<file path="config.mk">
export PLATFORM = sky130hd
export DESIGN_NAME = wdt_interval_timer
export DESIGN_NICKNAME = d
export VERILOG_FILES = /design/src/rtl/wdt_interval_timer.sv
export SDC_FILE = /design/constraint.sdc
export NUM_CORES = 1
export LEC_CHECK = 0
export BUFFER_PORTS_ARGS = -buffer_cell sky130_fd_sc_hd__buf_2
export CAP_MARGIN = 20
export CORE_MARGIN = 2
export CORE_UTILIZATION = 50
export DETAILED_ROUTE_END_ITERATION = 10
export GPL_ROUTABILITY_DRIVEN = 0
export PLACE_DENSITY = 0.87
export SYNTH_ARGS = -nofsm -noshare
export SYNTH_HDL_FRONTEND = slang
export SYNTH_SLANG_ARGS = --single-unit
export TNS_END_PERCENT = 10
</file>
<file path="constraint.sdc">
create_clock -name clk -period 3.9 [get_ports clk]
set_input_delay 1.17 -clock clk [delete_from_list [all_inputs] [get_ports clk]]
set_output_delay 1.17 -clock clk [all_outputs]
set_load 0.005 [all_outputs]
</file>
<file path="src/rtl/wdt_interval_timer.sv">
module wdt_interval_timer #(
  parameter int RST_CYCLES = 16
) (
  input  logic       clk,
  input  logic       rst_n,
  input  logic       bus_sel,
  input  logic       bus_wr,
  input  logic       bus_rd,
  input  logic       bus_addr,
  input  logic [7:0] bus_wdata,
  output logic [7:0] bus_rdata,
  input  logic [7:0] tick_en,
  output logic       irq_interval,
  output logic       nmi_req,
  output logic       reset_req
);
  localparam int RW = $clog2(RST_CYCLES + 1);

  logic [7:0]    cnt;
  logic          flag, mode, en, act, armed;
  logic [2:0]    sel;
  logic [RW-1:0] rst_cnt;
  logic [7:0]    ctrl;

  wire ctrl_wr  = bus_sel & bus_wr & ~bus_addr;
  wire cnt_wr   = bus_sel & bus_wr &  bus_addr;
  wire ctrl_rd  = bus_sel & bus_rd & ~bus_addr;
  wire stop_wr  = ctrl_wr & ~bus_wdata[5];
  wire tick     = tick_en[sel];
  wire ovf      = en & tick & (cnt == 8'hFF) & ~cnt_wr & ~stop_wr;
  wire clr      = ctrl_wr & (~bus_wdata[5] | (armed & ~bus_wdata[7]));
  wire rst_done = (rst_cnt == RW'(1));

  assign ctrl      = {flag, mode, en, 1'b1, act, sel};
  assign bus_rdata = bus_addr ? cnt : ctrl;
  assign reset_req = (rst_cnt != '0);

  always_ff @(posedge clk) begin
    if (!rst_n || rst_done) begin
      cnt <= '0; flag <= 1'b0; mode <= 1'b0; en <= 1'b0; act <= 1'b0;
      sel <= '0; armed <= 1'b0; rst_cnt <= '0;
      irq_interval <= 1'b0; nmi_req <= 1'b0;
    end else begin
      if (ctrl_wr) begin
        mode <= bus_wdata[6];
        en   <= bus_wdata[5];
        act  <= bus_wdata[3];
        sel  <= bus_wdata[2:0];
      end

      if (stop_wr || !en)  cnt <= '0;
      else if (cnt_wr)     cnt <= bus_wdata;
      else if (tick)       cnt <= cnt + 8'd1;

      if (ovf)             flag <= 1'b1;
      else if (clr)        flag <= 1'b0;

      if (clr && !ovf)               armed <= 1'b0;
      else if (ctrl_rd && flag)      armed <= 1'b1;

      irq_interval <= ovf & ~mode;
      nmi_req      <= ovf & mode & ~act;

      if (rst_cnt != '0)             rst_cnt <= rst_cnt - RW'(1);
      else if (ovf && mode && act)   rst_cnt <= RW'(RST_CYCLES);
    end
  end

  AST_CNT_STEP: assert property (@(posedge clk) disable iff (!rst_n)
    (en && tick && !cnt_wr && !stop_wr && !rst_done) |=> cnt == 8'($past(cnt) + 8'd1));
  AST_DIS_ZERO: assert property (@(posedge clk) disable iff (!rst_n)
    !en |=> cnt == 8'h00);
  AST_FLAG_SET: assert property (@(posedge clk) disable iff (!rst_n)
    (ovf && !rst_done) |=> flag);
  AST_IRQ_ONE: assert property (@(posedge clk) disable iff (!rst_n)
    irq_interval |=> !irq_interval);
  AST_NMI_ONE: assert property (@(posedge clk) disable iff (!rst_n)
    nmi_req |=> !nmi_req);
  AST_REQ_EXCL: assert property (@(posedge clk) disable iff (!rst_n)
    !(irq_interval && nmi_req));
  AST_RST_DONE: assert property (@(posedge clk) disable iff (!rst_n)
    $fell(reset_req) |-> (ctrl == 8'h10 && cnt == 8'h00));
  AST_RSV_READ: assert property (@(posedge clk) disable iff (!rst_n)
    ctrl_rd |-> bus_rdata[4]);
endmodule

</file>
==> results of run 1 <==
-- layer usage --
metal  global-route usage  wire length, um  vias up
met1                0.257             1270      553
met5                    0                0        -
li1                     -                -      613
met4               0.0854               39        0
met3               0.0323              175        6
met2                0.431             1500       38
-- per-stage QoR --
step           cell area (um^2)  instances  hold slack (ps)  total power, mW
5_1_grt                    1510        219              525            0.418
3_3_place_gp               1490        215              463            0.292
4_1_cts                    1510        219              499            0.400
2_1_floorplan              1310        156              431            0.274
3_5_place_dp               1490        215              482            0.294
6_report                   1510        219              498            0.397
-- cell usage in the layout (no fill, tap or decap), types with 2 or more instances in the layout --
cell                       synthesis  routed
sky130_fd_sc_hd__a211oi_1          7       7
sky130_fd_sc_hd__nand2b_1          2       2
sky130_fd_sc_hd__nand3_1           9       9
sky130_fd_sc_hd__nand2_1          27      27
sky130_fd_sc_hd__nor2b_1           2       2
sky130_fd_sc_hd__inv_1             8       8
sky130_fd_sc_hd__xnor2_1           4       4
sky130_fd_sc_hd__and2_1            2       2
sky130_fd_sc_hd__nor3_1            2       2
sky130_fd_sc_hd__or3b_1            2       2
sky130_fd_sc_hd__xor2_1            5       5
sky130_fd_sc_hd__nor2_1           15      15
sky130_fd_sc_hd__buf_2             0      32
sky130_fd_sc_hd__dfxtp_1          23      23
sky130_fd_sc_hd__and3_1            2       2
sky130_fd_sc_hd__clkbuf_4          0       3
sky130_fd_sc_hd__ha_1              3       3
sky130_fd_sc_hd__o22ai_1           2       2
sky130_fd_sc_hd__mux2_2            6       6
sky130_fd_sc_hd__nand4_1           3       3
sky130_fd_sc_hd__a21oi_1           9       9
sky130_fd_sc_hd__mux2i_1           4       4
sky130_fd_sc_hd__o21ai_0           4       4
-- power breakdown --
part / total, mW / internal, mW / switching (mW)
registers: 0.241 / 0.237 / 0.00338
logic: 0.0481 / 0.0210 / 0.0271
clock network: 0.109 / 0.0399 / 0.0688
total: 0.397 / 0.298 / 0.0992
-- cells in the mapped netlist --
| library cell | n | share of area |
|---|---|---|
| sky130_fd_sc_hd__nand2_1 | 27 | 0.077 |
| sky130_fd_sc_hd__dfxtp_1 | 23 | 0.35 |
| sky130_fd_sc_hd__nor2_1 | 15 | 0.043 |
| sky130_fd_sc_hd__a21oi_1 | 9 | 0.034 |
| sky130_fd_sc_hd__nand3_1 | 9 | 0.034 |
| sky130_fd_sc_hd__inv_1 | 8 | 0.023 |
| sky130_fd_sc_hd__a211oi_1 | 7 | 0.040 |
| sky130_fd_sc_hd__mux2_2 | 6 | 0.052 |
| sky130_fd_sc_hd__xor2_1 | 5 | 0.033 |
| sky130_fd_sc_hd__mux2i_1 | 4 | 0.031 |
| sky130_fd_sc_hd__o21ai_0 | 4 | 0.015 |
| sky130_fd_sc_hd__xnor2_1 | 4 | 0.027 |
| sky130_fd_sc_hd__ha_1 | 3 | 0.029 |
| sky130_fd_sc_hd__nand4_1 | 3 | 0.014 |
| sky130_fd_sc_hd__and2_1 | 2 | 0.0096 |
| sky130_fd_sc_hd__and3_1 | 2 | 0.0096 |
| sky130_fd_sc_hd__clkbuf_1 | 2 | 0.0057 |
| sky130_fd_sc_hd__nand2b_1 | 2 | 0.0096 |
| sky130_fd_sc_hd__nor2b_1 | 2 | 0.0096 |
| sky130_fd_sc_hd__nor3_1 | 2 | 0.0076 |
| sky130_fd_sc_hd__o22ai_1 | 2 | 0.0096 |
| sky130_fd_sc_hd__or3b_1 | 2 | 0.013 |
| sky130_fd_sc_hd__a21boi_1 | 1 | 0.0057 |
| sky130_fd_sc_hd__a221oi_1 | 1 | 0.0067 |
| sky130_fd_sc_hd__a22oi_4 | 1 | 0.016 |
| sky130_fd_sc_hd__a2bb2oi_4 | 1 | 0.020 |
| sky130_fd_sc_hd__a311oi_1 | 1 | 0.0067 |
| sky130_fd_sc_hd__a31o_2 | 1 | 0.0067 |
| sky130_fd_sc_hd__a41oi_1 | 1 | 0.0067 |
| sky130_fd_sc_hd__and4_1 | 1 | 0.0067 |
| sky130_fd_sc_hd__buf_6 | 1 | 0.0086 |
| sky130_fd_sc_hd__mux2_4 | 1 | 0.011 |
| sky130_fd_sc_hd__nand3_4 | 1 | 0.013 |
| sky130_fd_sc_hd__nor3b_1 | 1 | 0.0057 |
| sky130_fd_sc_hd__o211ai_1 | 1 | 0.0057 |
-- worst max-delay path by stage --
stage / start / end / slack (ps) / cells past startpoint
after global routing: bus_addr / bus_rdata[6] / 750 / 3
after global placement: bus_addr / bus_rdata[1] / 830 / 3
after CTS: bus_addr / bus_rdata[1] / 800 / 3
final: bus_addr / bus_rdata[1] / 790 / 3
after detailed placement: bus_addr / bus_rdata[1] / 810 / 3
after floorplan: bus_addr / bus_rdata[0] / 910 / 2
-- logic make-up after synthesis --
logic type | after synthesis | share of synthesized area
AND/OR/NAND/NOR | 69 | 0.254
buffers and inverters | 11 | 0.0373
XOR/XNOR | 9 | 0.0602
flip-flops | 23 | 0.352
AO/OA/AOI/OAI | 30 | 0.174
multiplexers | 11 | 0.0937
adder cells (fa/ha/maj) | 3 | 0.0287
-- worst max-delay path, stage by stage --
cell and delay (ps):
sky130_fd_sc_hd__buf_2 260, sky130_fd_sc_hd__mux2_2 380, sky130_fd_sc_hd__buf_2 130
-- flip-flops by register name, indices dropped and copies added, names as in the netlist --
signal / count
cnt: 8
rst_cnt: 5
sel: 3
act: 1
armed: 1
en: 1
flag: 1
irq_interval: 1
mode: 1
nmi_req: 1
-- layout make-up --
type	count	area, um^2	area share
Clock buffer	4	26.3	0.0174
Inverter	8	30.0	0.0198
Multi-Input combinational cell	122	800	0.528
Sequential cell	23	460	0.304
Tap cell	30	37.5	0.0248
Timing Repair Buffer	32	160	0.106
==> key figures, run 1 <==
Status
  – Result of the run: complete, no violations

Clocking
  – Clock tree from TritonCTS: yes
  – Clock slew at the register clock pins of the worst setup and hold paths: 120 ps
  – Root buffer selected by CTS: sky130_fd_sc_hd__clkbuf_4
  – Skew-Pair Late Insertion Delay: 310 ps
  – Resized cells post-CTS: 0
  – Number of buffers created by CTS: 3
  – Bufs on Longest Clock Path: 2
  – Number of buffers inserted by post-CTS setup repair: 0
  – # H-tree levels: 1
  – Hold-fix buffers at CTS: 0
  – Number of clock sinks: 23

Setup path
  – Crit path max fanout: 15
  – Category of the worst setup path launch point: primary input
  – Setup slack of the worst register-to-register path: 1960 ps
  – FF-to-FF Start: sel[0]$_SDFFE_PP0N_
  – Register-to-Register Path Depth: 5
  – Reg-to-reg critical path endpoint: armed$_SDFFE_PP0P_
  – WP data required: 2730 ps
  – Category of the most critical setup path: primary input to primary output
  – Data arrival time of the critical path: 1940 ps
  – Category of the worst setup path capture point: primary output

Floorplanning
  – Vert. Die Dim: 55.2 um
  – Standard-cell row count: 18
  – Die Outline Area: 3040 um^2
  – I/O pin cnt: 33
  – Std-Cell Core Area: 2480 um^2
  – Starting Density: 0.528
  – Chip width: 55.2 um

STA
  – Final Hold Vio Count: 0
  – Total of endpoints with negative setup slack in the final report: 0
  – Minimum clock period: 3110 ps
  – Max frequency: 322 MHz
  – Largest clock skew in the final design: 3.39 ps
  – Period Utilization, post-route: 0.796
  – Number of max-slew violations in the final report: 0
  – Setup repair after global routing missed its margin: no
  – Max_slew headroom: 0.611
  – Setup TNS after final layout: 0 ps
  – Actual transition at the worst max-transition pin: 581 ps
  – Smallest setup slack after layout: 794 ps

Route
  – Post-detailed-route via-to-cell ratio: 5.53
  – Number of DRC violations after detailed-routing iteration 0: 18
  – ANT nets after route: 0
  – Aggregate routed wire length: 2980 um
  – Number of vias in the routed layout: 1210
  – Drt drc: 0
  – Pre-antenna DRT Iters: 4
  – Post-detailed-route wirelength per cell: 13.6 um

Logic synthesis
  – Sequential share of the synthesized area: 0.352
  – Cell area after synthesis: 1310 um^2
  – Post-Syn Instances: 156
  – Synth warnings: 0
  – Syn nets: 181
  – Post-Syn Area per Cell: 8.39 um^2
  – Post-synth cell types: 35
  – Count of state elements after synthesis: 23

Global routing
  – Number of antenna violations at the first check in global routing: 0
  – Via count of the first global-routing pass: 1165
  – Largest net degree at the start of global routing: 16
  – First-pass GRT wire length: 4910 um
  – Global-route congestion overflow total: 0
  – Overall routing resource usage: 0.229

Finish
  – Finished Core Util: 0.611
  – Nets@finish: 215
  – Ant diodes: 0
  – Number of inserted filler cells in the final layout: 227
  – Layout-stage area growth over the synthesis result: 15.7%
  – Share of layout cells above drive strength 1: 0.243

Hold path
  – Worst hold-check path type: register to register
  – Start point of the worst min-delay path: act$_SDFFE_PP0N_
  – Number of stages on the worst hold path: 1
  – WHS Endpoint: nmi_req$_SDFF_PP0_

Run
  – Count of max-cap constraint violations: 0

Placed design
  – Dpl hpwl: 2400 um
  – Count of input and output buffers: 32
  – Post-placement setup slack: 806 ps

Pwr
  – P per Cell Area: 263 nW/um^2
  – Worst supply voltage drop on vdd: 203 uV
  – P_leak: 0.609 nW
Note: power is estimated with default switching activity, not from simulation.
==> run 2: changes to the inputs <==
- clock period: 3.9 -> 3 ns (I/O delays scaled with it)
==> key figures, run 2 (synthesized netlist as in run 1, its figures left out) <==
Finish
  – Nets@finish: 215
  – Area of combinational cells with multiple inputs: 800 um^2
  – Number of inserted filler cells in the final layout: 236
  – Ant diodes: 0
  – Most frequent cells in the layout: 32 x sky130_fd_sc_hd__buf_2, 27 x sky130_fd_sc_hd__nand2_1, 23 x sky130_fd_sc_hd__dfxtp_1
  – Register cell area after layout: 460 um^2
  – Top reg by flops: cnt
  – Leading registers by flop count: cnt: 8 flops, rst_cnt: 5 flops, sel: 3 flops
  – Max reg flops: 8
  – Post-route non-filler standard cell count: 219
  – Commonest non-fill, non-tap cell in the layout: sky130_fd_sc_hd__buf_2
  – Layout-stage area growth over the synthesis result: 15.7%
  – Share of layout cells above drive strength 1: 0.243

STA
  – Number of max-slew violations in the final report: 0
  – Max frequency: 391 MHz
  – Total of endpoints with negative setup slack in the final report: 0
  – Minimum clock period: 2550 ps
  – Setup TNS after final layout: 0 ps
  – Period Utilization, post-route: 0.851
  – Setup repair after global routing missed its margin: no
  – Final Hold Vio Count: 0
  – Max_slew headroom: 0.578
  – Actual transition at the worst max-transition pin: 630 ps
  – Largest clock skew in the final design: 11.2 ps

Clocking
  – Hold-fix buffers at CTS: 0
  – Number of clock sinks: 23
  – Number of buffers created by CTS: 3
  – Bufs on Longest Clock Path: 2
  – Number of buffers inserted by post-CTS setup repair: 0
  – Skew-Pair Late Insertion Delay: 310 ps
  – Clock tree from TritonCTS: yes
  – Resized cells post-CTS: 0
  – Clock slew at the register clock pins of the worst setup and hold paths: 120 ps
  – # H-tree levels: 1
  – Root buffer selected by CTS: sky130_fd_sc_hd__clkbuf_4

Placed design
  – Cell count after placement: 215
  – Dpl hpwl: 2380 um
  – Count of input and output buffers: 32

Floorplanning
  – Die Outline Area: 3040 um^2
  – Standard-cell row count: 18
  – I/O pin cnt: 33
  – Chip width: 55.2 um
  – Std-Cell Core Area: 2480 um^2
  – Starting Density: 0.528
  – Vert. Die Dim: 55.2 um

Pwr
  – P_leak: 0.609 nW
  – Relative contribution of sequential cells to total power: 0.603
  – Total power consumption of the routed design: 0.519 mW
  – Total internal power: 0.388 mW
  – P per Cell Area: 343 nW/um^2
  – Relative contribution of combinational cells to total power: 0.121
  – Worst supply voltage drop on vdd: 213 uV
  – Net switching power: 0.131 mW
  – Share of total power in the clock network: 0.275
  – Fraction of power spent switching nets: 0.253

Status
  – Result of the run: complete, no violations

Setup path
  – Data arrival time of the critical path: 1650 ps
  – Crit path max fanout: 15
  – Cells along the critical path: buf_2 -> mux2_2 -> buf_2
  – Most frequent cell on the critical path: sky130_fd_sc_hd__buf_2
  – Critical path launch point: bus_addr
  – Critical path's slowest cell: sky130_fd_sc_hd__mux2_2
  – FF-to-FF Start: sel[0]$_SDFFE_PP0N_
  – CP max stage delay: 370 ps
  – CP Capture Point: bus_rdata[1]
  – Cell depth of the worst setup path: 3
  – Category of the worst setup path launch point: primary input
  – WP data required: 2100 ps
  – Reg-to-reg critical path endpoint: armed$_SDFFE_PP0P_
  – Crit path buffers/inverters: 2
  – Setup slack of the worst register-to-register path: 1100 ps
  – CP top delay family: buffers and inverters
  – Category of the worst setup path capture point: primary output
  – Category of the most critical setup path: primary input to primary output
  – Register-to-Register Path Depth: 5

Global routing
  – Number of antenna violations at the first check in global routing: 0
  – Largest net degree at the start of global routing: 16
  – Global-route congestion overflow total: 0
  – First-pass GRT wire length: 4720 um
  – Overall routing resource usage: 0.218
  – Via count of the first global-routing pass: 1124

Run
  – Count of max-cap constraint violations: 0

Hold path
  – Worst hold-check path type: register to register
  – Number of stages on the worst hold path: 2

Route
  – Aggregate routed wire length: 3080 um
  – Number of DRC violations after detailed-routing iteration 0: 39
  – Number of vias in the routed layout: 1252
  – Drt drc: 0
  – Post-detailed-route wirelength per cell: 14.1 um
  – ANT nets after route: 0
  – Post-detailed-route via-to-cell ratio: 5.72
  – Pre-antenna DRT Iters: 4
run 2: cell counts in the layout (fill, tap and decap cells not counted):
Identical to the previous run, type by type.
run 2: worst min path at each step:
stage,to,slack [ps],start
after global routing,flag$_SDFFE_PP0P_,530,flag$_SDFFE_PP0P_
after global placement,flag$_SDFFE_PP0P_,460,flag$_SDFFE_PP0P_
after CTS,flag$_SDFFE_PP0P_,500,flag$_SDFFE_PP0P_
after floorplan,irq_interval$_SDFF_PP0_,430,mode$_SDFFE_PP0N_
after detailed placement,nmi_req$_SDFF_PP0_,480,act$_SDFFE_PP0N_
final,flag$_SDFFE_PP0P_,500,flag$_SDFFE_PP0P_
run 2: routing by layer:
layer | vias to the layer above | wire length (um) | GRT usage
li1 | 616 | - | -
met2 | 58 | 1490 | 0.391
met4 | 0 | 23 | 0.0732
met5 | - | 0 | 0
met3 | 4 | 205 | 0.0296
met1 | 574 | 1360 | 0.266
run 2: area by class of cell:
cell class              instances  share of cell area
clock buffers                   4              0.0174
inverters                       8              0.0198
multi-input cells             122               0.528
flip-flops and latches         23               0.304
well taps                      30              0.0248
repair buffers                 32               0.106
run 2: worst reg2reg max path: cells and delay by family, from the launching register on:
kind,cells,cell delay (ps)
flip-flops,1,510
multiplexers,1,230
AO/OA/AOI/OAI,2,540
AND/OR/NAND/NOR,2,530
run 2: per-stage QoR:
stage / hold slack, ps / setup WS, ps / cell area, um^2 / utilization
floorplan: 431 / 547 / 1310 / -
global placement: 462 / 462 / 1490 / 0.601
detailed placement: 481 / 451 / 1490 / 0.601
CTS: 505 / 449 / 1510 / 0.611
global route: 529 / 409 / 1510 / 0.611
finish: 496 / 446 / 1510 / 0.611
run 2: power by group through the flow:
stage	clock (mW)	sequential (mW)	combinational (mW)
floorplan	0	0.318	0.0382
global placement	0	0.319	0.0600
detailed placement	0	0.320	0.0625
CTS	0.144	0.313	0.0628
global route	0.161	0.314	0.0687
finish	0.143	0.313	0.0630
